$ cat config.mk
export PLATFORM = sky130hd
export DESIGN_NAME = gpio_port
export DESIGN_NICKNAME = d
export VERILOG_FILES = /design/src/rtl/gpio_pkg.sv /design/src/rtl/gpio_regs.sv /design/src/rtl/gpio_sync.sv /design/src/rtl/gpio_pinmux.sv /design/src/rtl/gpio_port.sv
export SDC_FILE = /design/constraint.sdc
export NUM_CORES = 1
export LEC_CHECK = 0
export BUFFER_PORTS_ARGS = -buffer_cell sky130_fd_sc_hd__buf_2
export CORE_AREA = 2 2 66 56
export CTS_CLUSTER_SIZE = 24
export DETAILED_ROUTE_END_ITERATION = 10
export DIE_AREA = 0 0 68 58
export PLACE_DENSITY_LB_ADDON = 0.08
export SYNTH_ARGS = -nofsm -noshare
export SYNTH_HDL_FRONTEND = slang
export SYNTH_SLANG_ARGS = --single-unit
$ cat constraint.sdc
create_clock -name clk -period 2.4 [get_ports clk]
set_clock_uncertainty 0.15 [all_clocks]
set_input_delay 0.24 -clock clk [delete_from_list [all_inputs] [get_ports clk]]
set_output_delay 0.24 -clock clk [all_outputs]
set_load 0.05 [all_outputs]
$ cat src/rtl/gpio_pkg.sv
package gpio_pkg;

    localparam int unsigned PORT_W      = 8;
    localparam int unsigned ADDR_W      = 2;
    localparam int unsigned SYNC_DEPTH  = 2;

    typedef enum logic [ADDR_W-1:0] {
        RSEL_DIR  = 2'd0,
        RSEL_LAT  = 2'd1,
        RSEL_PORT = 2'd2,
        RSEL_RSV  = 2'd3
    } reg_sel_e;

    // Per-pin control seen by the pad mux
    typedef struct packed {
        logic dir_in;    // stored direction, 1 = input
        logic lat;       // stored latch bit
        logic sel;       // peripheral owns the pin
        logic ovr;       // peripheral owns the direction
        logic p_oe;      // peripheral forced direction, 1 = drive
        logic p_dout;    // peripheral data
    } pin_ctl_t;

    typedef struct packed {
        logic out;
        logic oe;
    } pin_drv_t;

    function automatic pin_drv_t resolve_pin(input pin_ctl_t c);
        pin_drv_t d;
        d.out = c.sel ? c.p_dout : c.lat;
        if (c.sel && c.ovr) d.oe = c.p_oe;
        else                d.oe = ~c.dir_in;
        return d;
    endfunction

endpackage

$ cat src/rtl/gpio_regs.sv
module gpio_regs
    import gpio_pkg::*;
#(
    parameter int unsigned W = PORT_W
)(
    input  logic              clk,
    input  logic              rst,
    input  logic              wr,
    input  reg_sel_e          sel,
    input  logic [W-1:0]      wdata,
    output logic [W-1:0]      dir_q,
    output logic [W-1:0]      lat_q
);

    logic dir_hit;
    logic lat_hit;

    assign dir_hit = wr && (sel == RSEL_DIR);
    assign lat_hit = wr && ((sel == RSEL_LAT) || (sel == RSEL_PORT));

    always_ff @(posedge clk) begin
        if (rst) begin
            dir_q <= '1;
            lat_q <= '0;
        end else begin
            if (dir_hit) dir_q <= wdata;
            if (lat_hit) lat_q <= wdata;
        end
    end

    assert_reset_state_R1: assert property (@(posedge clk)
        rst |=> (dir_q == '1 && lat_q == '0));

    assert_dir_write_R2: assert property (@(posedge clk) disable iff (rst)
        (wr && sel == RSEL_DIR) |=> dir_q == $past(wdata));

    assert_lat_write_R3: assert property (@(posedge clk) disable iff (rst)
        (wr && (sel == RSEL_LAT || sel == RSEL_PORT)) |=> lat_q == $past(wdata));

    assert_rsv_ignored_R10: assert property (@(posedge clk) disable iff (rst)
        (wr && sel == RSEL_RSV) |=> ($stable(dir_q) && $stable(lat_q)));

    assert_dir_hold_R8: assert property (@(posedge clk) disable iff (rst)
        !(wr && sel == RSEL_DIR) |=> $stable(dir_q));

endmodule

$ cat src/rtl/gpio_sync.sv
module gpio_sync
    import gpio_pkg::*;
#(
    parameter int unsigned W      = PORT_W,
    parameter int unsigned STAGES = SYNC_DEPTH
)(
    input  logic         clk,
    input  logic         rst,
    input  logic [W-1:0] d,
    output logic [W-1:0] q
);

    logic [W-1:0] stg [STAGES];

    always_ff @(posedge clk) begin
        if (rst) stg[0] <= '0;
        else     stg[0] <= d;
    end

    for (genvar s = 1; s < STAGES; s++) begin : g_stage
        always_ff @(posedge clk) begin
            if (rst) stg[s] <= '0;
            else     stg[s] <= stg[s-1];
        end

        assert_chain_R4: assert property (@(posedge clk) disable iff (rst)
            1'b1 |=> stg[s] == $past(stg[s-1]));
    end

    assign q = stg[STAGES-1];

    assert_first_stage_R4: assert property (@(posedge clk) disable iff (rst)
        1'b1 |=> stg[0] == $past(d));

endmodule

$ cat src/rtl/gpio_pinmux.sv
module gpio_pinmux
    import gpio_pkg::*;
#(
    parameter int unsigned W = PORT_W
)(
    input  logic         clk,
    input  logic         rst,
    input  logic [W-1:0] dir_q,
    input  logic [W-1:0] lat_q,
    input  logic [W-1:0] p_sel,
    input  logic [W-1:0] p_ovr,
    input  logic [W-1:0] p_oe,
    input  logic [W-1:0] p_dout,
    output logic [W-1:0] pad_out,
    output logic [W-1:0] pad_oe
);

    for (genvar i = 0; i < W; i++) begin : g_pin
        pin_ctl_t ctl;
        pin_drv_t drv;

        always_comb begin
            ctl.dir_in = dir_q[i];
            ctl.lat    = lat_q[i];
            ctl.sel    = p_sel[i];
            ctl.ovr    = p_ovr[i];
            ctl.p_oe   = p_oe[i];
            ctl.p_dout = p_dout[i];
            drv        = resolve_pin(ctl);
        end

        assign pad_out[i] = drv.out;
        assign pad_oe[i]  = drv.oe;

        assert_port_drive_R5: assert property (@(posedge clk) disable iff (rst)
            (!p_sel[i] && !dir_q[i]) |-> (pad_oe[i] && pad_out[i] == lat_q[i]));

        assert_port_hiz_R5: assert property (@(posedge clk) disable iff (rst)
            (!p_sel[i] && dir_q[i]) |-> !pad_oe[i]);

        assert_periph_data_R6: assert property (@(posedge clk) disable iff (rst)
            p_sel[i] |-> pad_out[i] == p_dout[i]);

        assert_force_dir_R7: assert property (@(posedge clk) disable iff (rst)
            (p_sel[i] && p_ovr[i]) |-> pad_oe[i] == p_oe[i]);
    end

endmodule

$ cat src/rtl/gpio_port.sv
module gpio_port
    import gpio_pkg::*;
#(
    parameter int unsigned W = PORT_W
)(
    input  logic              clk,
    input  logic              rst,
    input  logic              bus_wr,
    input  logic [ADDR_W-1:0] bus_addr,
    input  logic [W-1:0]      bus_wdata,
    output logic [W-1:0]      bus_rdata,
    input  logic [W-1:0]      pad_in,
    output logic [W-1:0]      pad_out,
    output logic [W-1:0]      pad_oe,
    input  logic [W-1:0]      periph_sel,
    input  logic [W-1:0]      periph_dout,
    input  logic [W-1:0]      periph_dir_ovr,
    input  logic [W-1:0]      periph_oe,
    output logic [W-1:0]      periph_din
);

    reg_sel_e     sel;
    logic [W-1:0] dir_q;
    logic [W-1:0] lat_q;
    logic [W-1:0] pin_sync;

    assign sel = reg_sel_e'(bus_addr);

    gpio_regs #(.W(W)) u_regs (
        .clk   (clk),
        .rst   (rst),
        .wr    (bus_wr),
        .sel   (sel),
        .wdata (bus_wdata),
        .dir_q (dir_q),
        .lat_q (lat_q)
    );

    gpio_sync #(.W(W), .STAGES(SYNC_DEPTH)) u_sync (
        .clk (clk),
        .rst (rst),
        .d   (pad_in),
        .q   (pin_sync)
    );

    gpio_pinmux #(.W(W)) u_mux (
        .clk     (clk),
        .rst     (rst),
        .dir_q   (dir_q),
        .lat_q   (lat_q),
        .p_sel   (periph_sel),
        .p_ovr   (periph_dir_ovr),
        .p_oe    (periph_oe),
        .p_dout  (periph_dout),
        .pad_out (pad_out),
        .pad_oe  (pad_oe)
    );

    always_comb begin
        unique case (sel)
            RSEL_DIR:  bus_rdata = dir_q;
            RSEL_LAT:  bus_rdata = lat_q;
            RSEL_PORT: bus_rdata = pin_sync;
            default:   bus_rdata = '0;
        endcase
    end

    assign periph_din = pin_sync;

    assert_din_matches_port_R9: assert property (@(posedge clk) disable iff (rst)
        (bus_addr == 2'd2) |-> bus_rdata == periph_din);

    assert_rsv_reads_zero_R10: assert property (@(posedge clk) disable iff (rst)
        (bus_addr == 2'd3) |-> bus_rdata == '0);

endmodule

* After elaboration in Yosys (flattened, before gate mapping)
Memories as Yosys holds them, arrays and structs flattened.
Index checks and enable logic that the tools add are counted.
** Operators by class
- Equal/unequal tests :: 2
- Multiplexer cells :: 22
- Bitwise gates (word level) :: 10
- Reductions and logical operators :: 12
** Operators with widths (number)
- case mux 8 bit (3 select lines) :: 1
- two-way mux 1 bit :: 19
- two-way mux 8 bit :: 2
- logical AND 1 bit :: 10
- NOT 1 bit :: 8
- == test 2 x 1 -> 1 bit, second input constant :: 1
- == test 2 bit, second input constant :: 1
- zero test 2 bit :: 1
- bitwise OR 1 bit :: 2
- logical OR 1 bit :: 1
** Word-level totals
- Register bits :: 16
- RAM bits :: 16
- Bits of input ports :: 53
- Output and inout bits :: 32
- Logic and storage cells :: 49
- Memories kept :: 1
** Memory list
- u_sync.stg :: words 2, bits a word 8, read ports 2, clocked after memory_dff 0, wr ports 2, line gpio_sync.sv:13 : logic [W-1:0] stg [STAGES];

* Longest topological paths before layout
- Depth after elaboration :: 3
- Mapped depth :: 6
- Mapped depth without buffers :: 4

* Modules after synthesis
From an unflattened synthesis, not the netlist that was laid out.
** Second synthesis, totals
- Cell total of the unflattened synthesis :: 143
- Area total of the unflattened synthesis :: 1559.0 um2
** Modules (own cells, without submodules)
- gpio_regs :: instances 1, cells an instance 66, area an instance 666.9 um2, sequential area each 320.3 um2
- gpio_sync :: instances 1, cells an instance 33, area an instance 464.2 um2, sequential area each 320.3 um2
- gpio_pinmux :: instances 1, cells an instance 24, area an instance 230.2 um2, sequential area each 0.0 um2
- gpio_port :: instances 1, cells an instance 20, area an instance 197.7 um2, sequential area each 0.0 um2

* Worst setup path after synthesis
OpenSTA, ideal clock, no wires.
- Path type :: input -> output
- From :: in bus_addr[0]
- To :: out bus_rdata[0]
- Data arrival time :: 1.502 ns
- Required time :: 2.010 ns
- Slack :: 0.508 ns
- Stages on the path :: 5
- Cell sequence :: inv_1 ha_1 buf_6 a222oi_1 nor2_1
** Between the ends
- Word-level cells in the longest chain between the ends :: 2
- Elaborated cells between the ends (all ways) :: 4
- Classes of those cells :: 2 x eq/ne; 1 x mux; 1 x reduce/logical
** RTL lines
- start, declared :: line gpio_port.sv:9 : input logic [ADDR_W-1:0] bus_addr,
- == test 2 bit, or another cell as far along :: line gpio_port.sv:60 : unique case (sel)
- case mux 8 bit (3 select lines) (*) :: line gpio_port.sv:60
- end, declared :: line gpio_port.sv:11 : output logic [W-1:0] bus_rdata,
Mark *: on every way between the ends. The rest lies on a longest branch, timed or not.

* Worst setup path in the final report
Ends and elaborated chain as after synthesis.

==> summary.json <==
{
  "run_status": "finished clean",
  "place.detailed.hpwl_microns": 2679,
  "postCtsSetupBuffers": 0,
  "synth.net_count": 203,
  "postSynthCellCount": 146,
  "dieWidth_microns": 68,
  "achievable-frequency_ghz": 0.4901,
  "tritoncts": "done",
  "cts_hold_buffers": 0,
  "final_period_minus_worst_setup_slack_ns": 2.041,
  "setup_tns_ns": 0,
  "gp_routability_congestion": 0.7756,
  "drive_gt1_share_pct": 50.66,
  "period_share_pct": 85.02,
  "post_synth_mux_area_share_pct": 6.170,
  "max-slew-margin-rel_pct": 57.11,
  "synth_flop_cell": "sky130_fd_sc_hd__dfxtp_1",
  "synth-compound-area-share_pct": 26.05,
  "number_of_buffer_cells_added_on_primary_ports": 84,
  "row_count": 19,
  "number_of_drc_markers_in_iteration_0": 77,
  "setup_repair_after_global_routing_missed_its_margin": "false",
  "yosys.cell_count.top_type": "sky130_fd_sc_hd__dfxtp_1",
  "postLayoutCellArea_sq_um": 1963,
  "hp-class": "input port to flop",
  "synth_edf_count": 0,
  "ys_top_cells_by_area": "sky130_fd_sc_hd__dfxtp_1, sky130_fd_sc_hd__nor2b_1, sky130_fd_sc_hd__mux2_2",
  "design.final.nets": 283,
  "synth_fa_ha_area_share_pct": 3.428,
  "globalRouteOverflowTotal": 0,
  "cap_viol_max_count": 0,
  "placement.cell_area_sq_um": 1873,
  "clock_sinks": 32,
  "insertion_delay_ns": 0.27,
  "drt_pre_antenna_iters": 4,
  "design.die.area_sq_um": 3944,
  "synthDominantCellAreaShare_pct": 43.87,
  "syn_area_sq_um": 1460,
  "hold_viol": 0,
  "vias": 1430,
  "grtUsageTotal_pct": 19.38,
  "cellLeakagePower_nw": 0.9874,
  "path_max_fanout": 17,
  "powerDensity_nw_per_um2": 670.1,
  "synth_seq_cells": 32,
  "criticalPathCategory": "input port to primary output",
  "number_of_buffers_added_by_the_clock_tree_synthesis_step": 5,
  "clkTransAtPathRegs_ns": 0.06,
  "ctsLongestPathBuffers": 2,
  "synth.yosys.warnings": 0,
  "core_area_sq_um": 3281,
  "floorplan.initialDensity_pct": 44.51,
  "cp-start-kind": "input port",
  "first_global_vias": 1335,
  "synth_common_cells": "sky130_fd_sc_hd__dfxtp_1, sky130_fd_sc_hd__a21oi_1, sky130_fd_sc_hd__nor2b_1",
  "critical_path.endpoint_type": "primary output",
  "wire_per_inst_microns": 13.85,
  "avgSynthCellArea_sq_um": 10.00,
  "yosys.area_share.xor_xnor_pct": 0,
  "synth_area_leader": "sky130_fd_sc_hd__dfxtp_1",
  "route.detailed.vias_per_inst": 5.316,
  "slew_violations": 0,
  "async_reset_ff_share_pct": 0,
  "n_diodes": 0,
  "flow.area_growth_from_synthesis_pct": 34.45,
  "initial_antenna_violation_count": 0,
  "grt_pass1_wl_microns": 5664,
  "timing.critical_path.required_ns": 2.01,
  "cts_htree_levels": 2,
  "route.final.wire_length_microns": 3725,
  "crit_arrival_ns": 1.65,
  "netlist-cell-type-count": 19,
  "pin_count": 85,
  "area_share_of_and_or_nand_nor_cells_after_synthesis_pct": 15.85,
  "main_combinational_cell_family_by_area_after_synthesis": "compound AO/OA/AOI/OAI gates",
  "grt_start_max_net_pins": 33,
  "ir_drop_mv": 0.5098,
  "fillCellCount": 299,
  "postRouteAntennaNets": 0,
  "chipHeight_microns": 58,
  "drc_errors": 0,
  "post-route-util_pct": 59.84,
  "seq_area_frac_synth_pct": 43.87,
  "clock-root-buffer": "sky130_fd_sc_hd__clkbuf_8",
  "actual_transition_at_the_worst_max_transition_pin_ns": 0.6434,
  "number_of_cells_upsized_or_downsized_after_cts": 0,
  "timing.final.setup_violations": 0
}
==> registers in the layout, summed over array words and instances (netlist names) <==
register	count
u_regs.lat_q	8
u_sync.stg	16
u_regs.dir_q	8
==> worst max-delay path: stages <==
cell and delay, ns:
sky130_fd_sc_hd__buf_2 0.11, sky130_fd_sc_hd__inv_1 0.07, sky130_fd_sc_hd__ha_1 0.57, sky130_fd_sc_hd__a222oi_1 0.23
sky130_fd_sc_hd__nor2_1 0.14, sky130_fd_sc_hd__buf_2 0.28
==> path summary, 6_finish.rpt <==
path                           startpoint                            to  slack [ns]  cells after the start
max                           bus_addr[0]                  bus_rdata[0]        0.36                      6
max reg2reg  u_regs.lat_q[2]$_SDFFE_PP0P_  u_regs.lat_q[2]$_SDFFE_PP0P_        1.46                      2
min                             pad_in[1]   u_sync.stg[0][1]$_SDFF_PP0_        0.02                      2
min reg2reg   u_sync.stg[0][1]$_SDFF_PP0_   u_sync.stg[1][1]$_SDFF_PP0_        0.28                      1
==> cells by family (layout without fill, tap and decap cells) <==
kind of cell	count (synthesis)	in the layout
simple gates	41	41
flops	32	32
buf+inv	13	94
compound gates	48	48
mux	8	8
fa+ha+maj	4	4
==> layer usage <==
metal | part of all wire [%] | GRT usage (%)
met1 | 43 | 23.74
met5 | 0 | 0
met4 | 2.0 | 9.143
met2 | 47 | 31.76
met3 | 8.6 | 4.854
==> power by group <==
part,switching [mW],internal [mW],leakage [nW]
Combinational,0.218,0.112,0.678
Clock,0.178,0.233,0.0455
Sequential,0.0153,0.559,0.264
Total,0.411,0.904,0.987
==> area by class of cell <==
type / count / area [sq um] / area share (%)
multi-input cells: 101 / 752.0 / 38.30
flip-flops and latches: 32 / 640.6 / 32.63
repair buffers: 84 / 420.4 / 21.41
clock buffers: 8 / 90.09 / 4.589
well taps: 42 / 52.55 / 2.677
inverters: 2 / 7.507 / 0.3824
==> through the flow <==
step / hold WS, ns / setup slack, ns / total power [mW] / std cells
floorplan: 0.1616 / 0.5083 / 0.8183 / 146
global placement: 0.2667 / 0.3985 / 0.9097 / 261
detailed placement: 0.2704 / 0.3872 / 0.9160 / 261
CTS: 0.01215 / 0.3690 / 1.333 / 269
global route: 0.02053 / 0.2387 / 1.384 / 269
finish: 0.02099 / 0.3595 / 1.316 / 269
==> placed cells by master (no fill, tap or decap), drive strengths merged <==
master  netlist  routed
buf           6      84
dfxtp        32      32
a21oi        16      16
nor2b        16      16
a222oi        8       8
nor2          8       8
mux2          8       8
a31o          8       8
and3          8       8
a211o         8       8
nand3         8       8
a21bo         8       8
clkbuf        5       8
ha            4       4
inv           2       2
nand2         1       1
No activity file was read; power rests on OpenSTA's default activity.
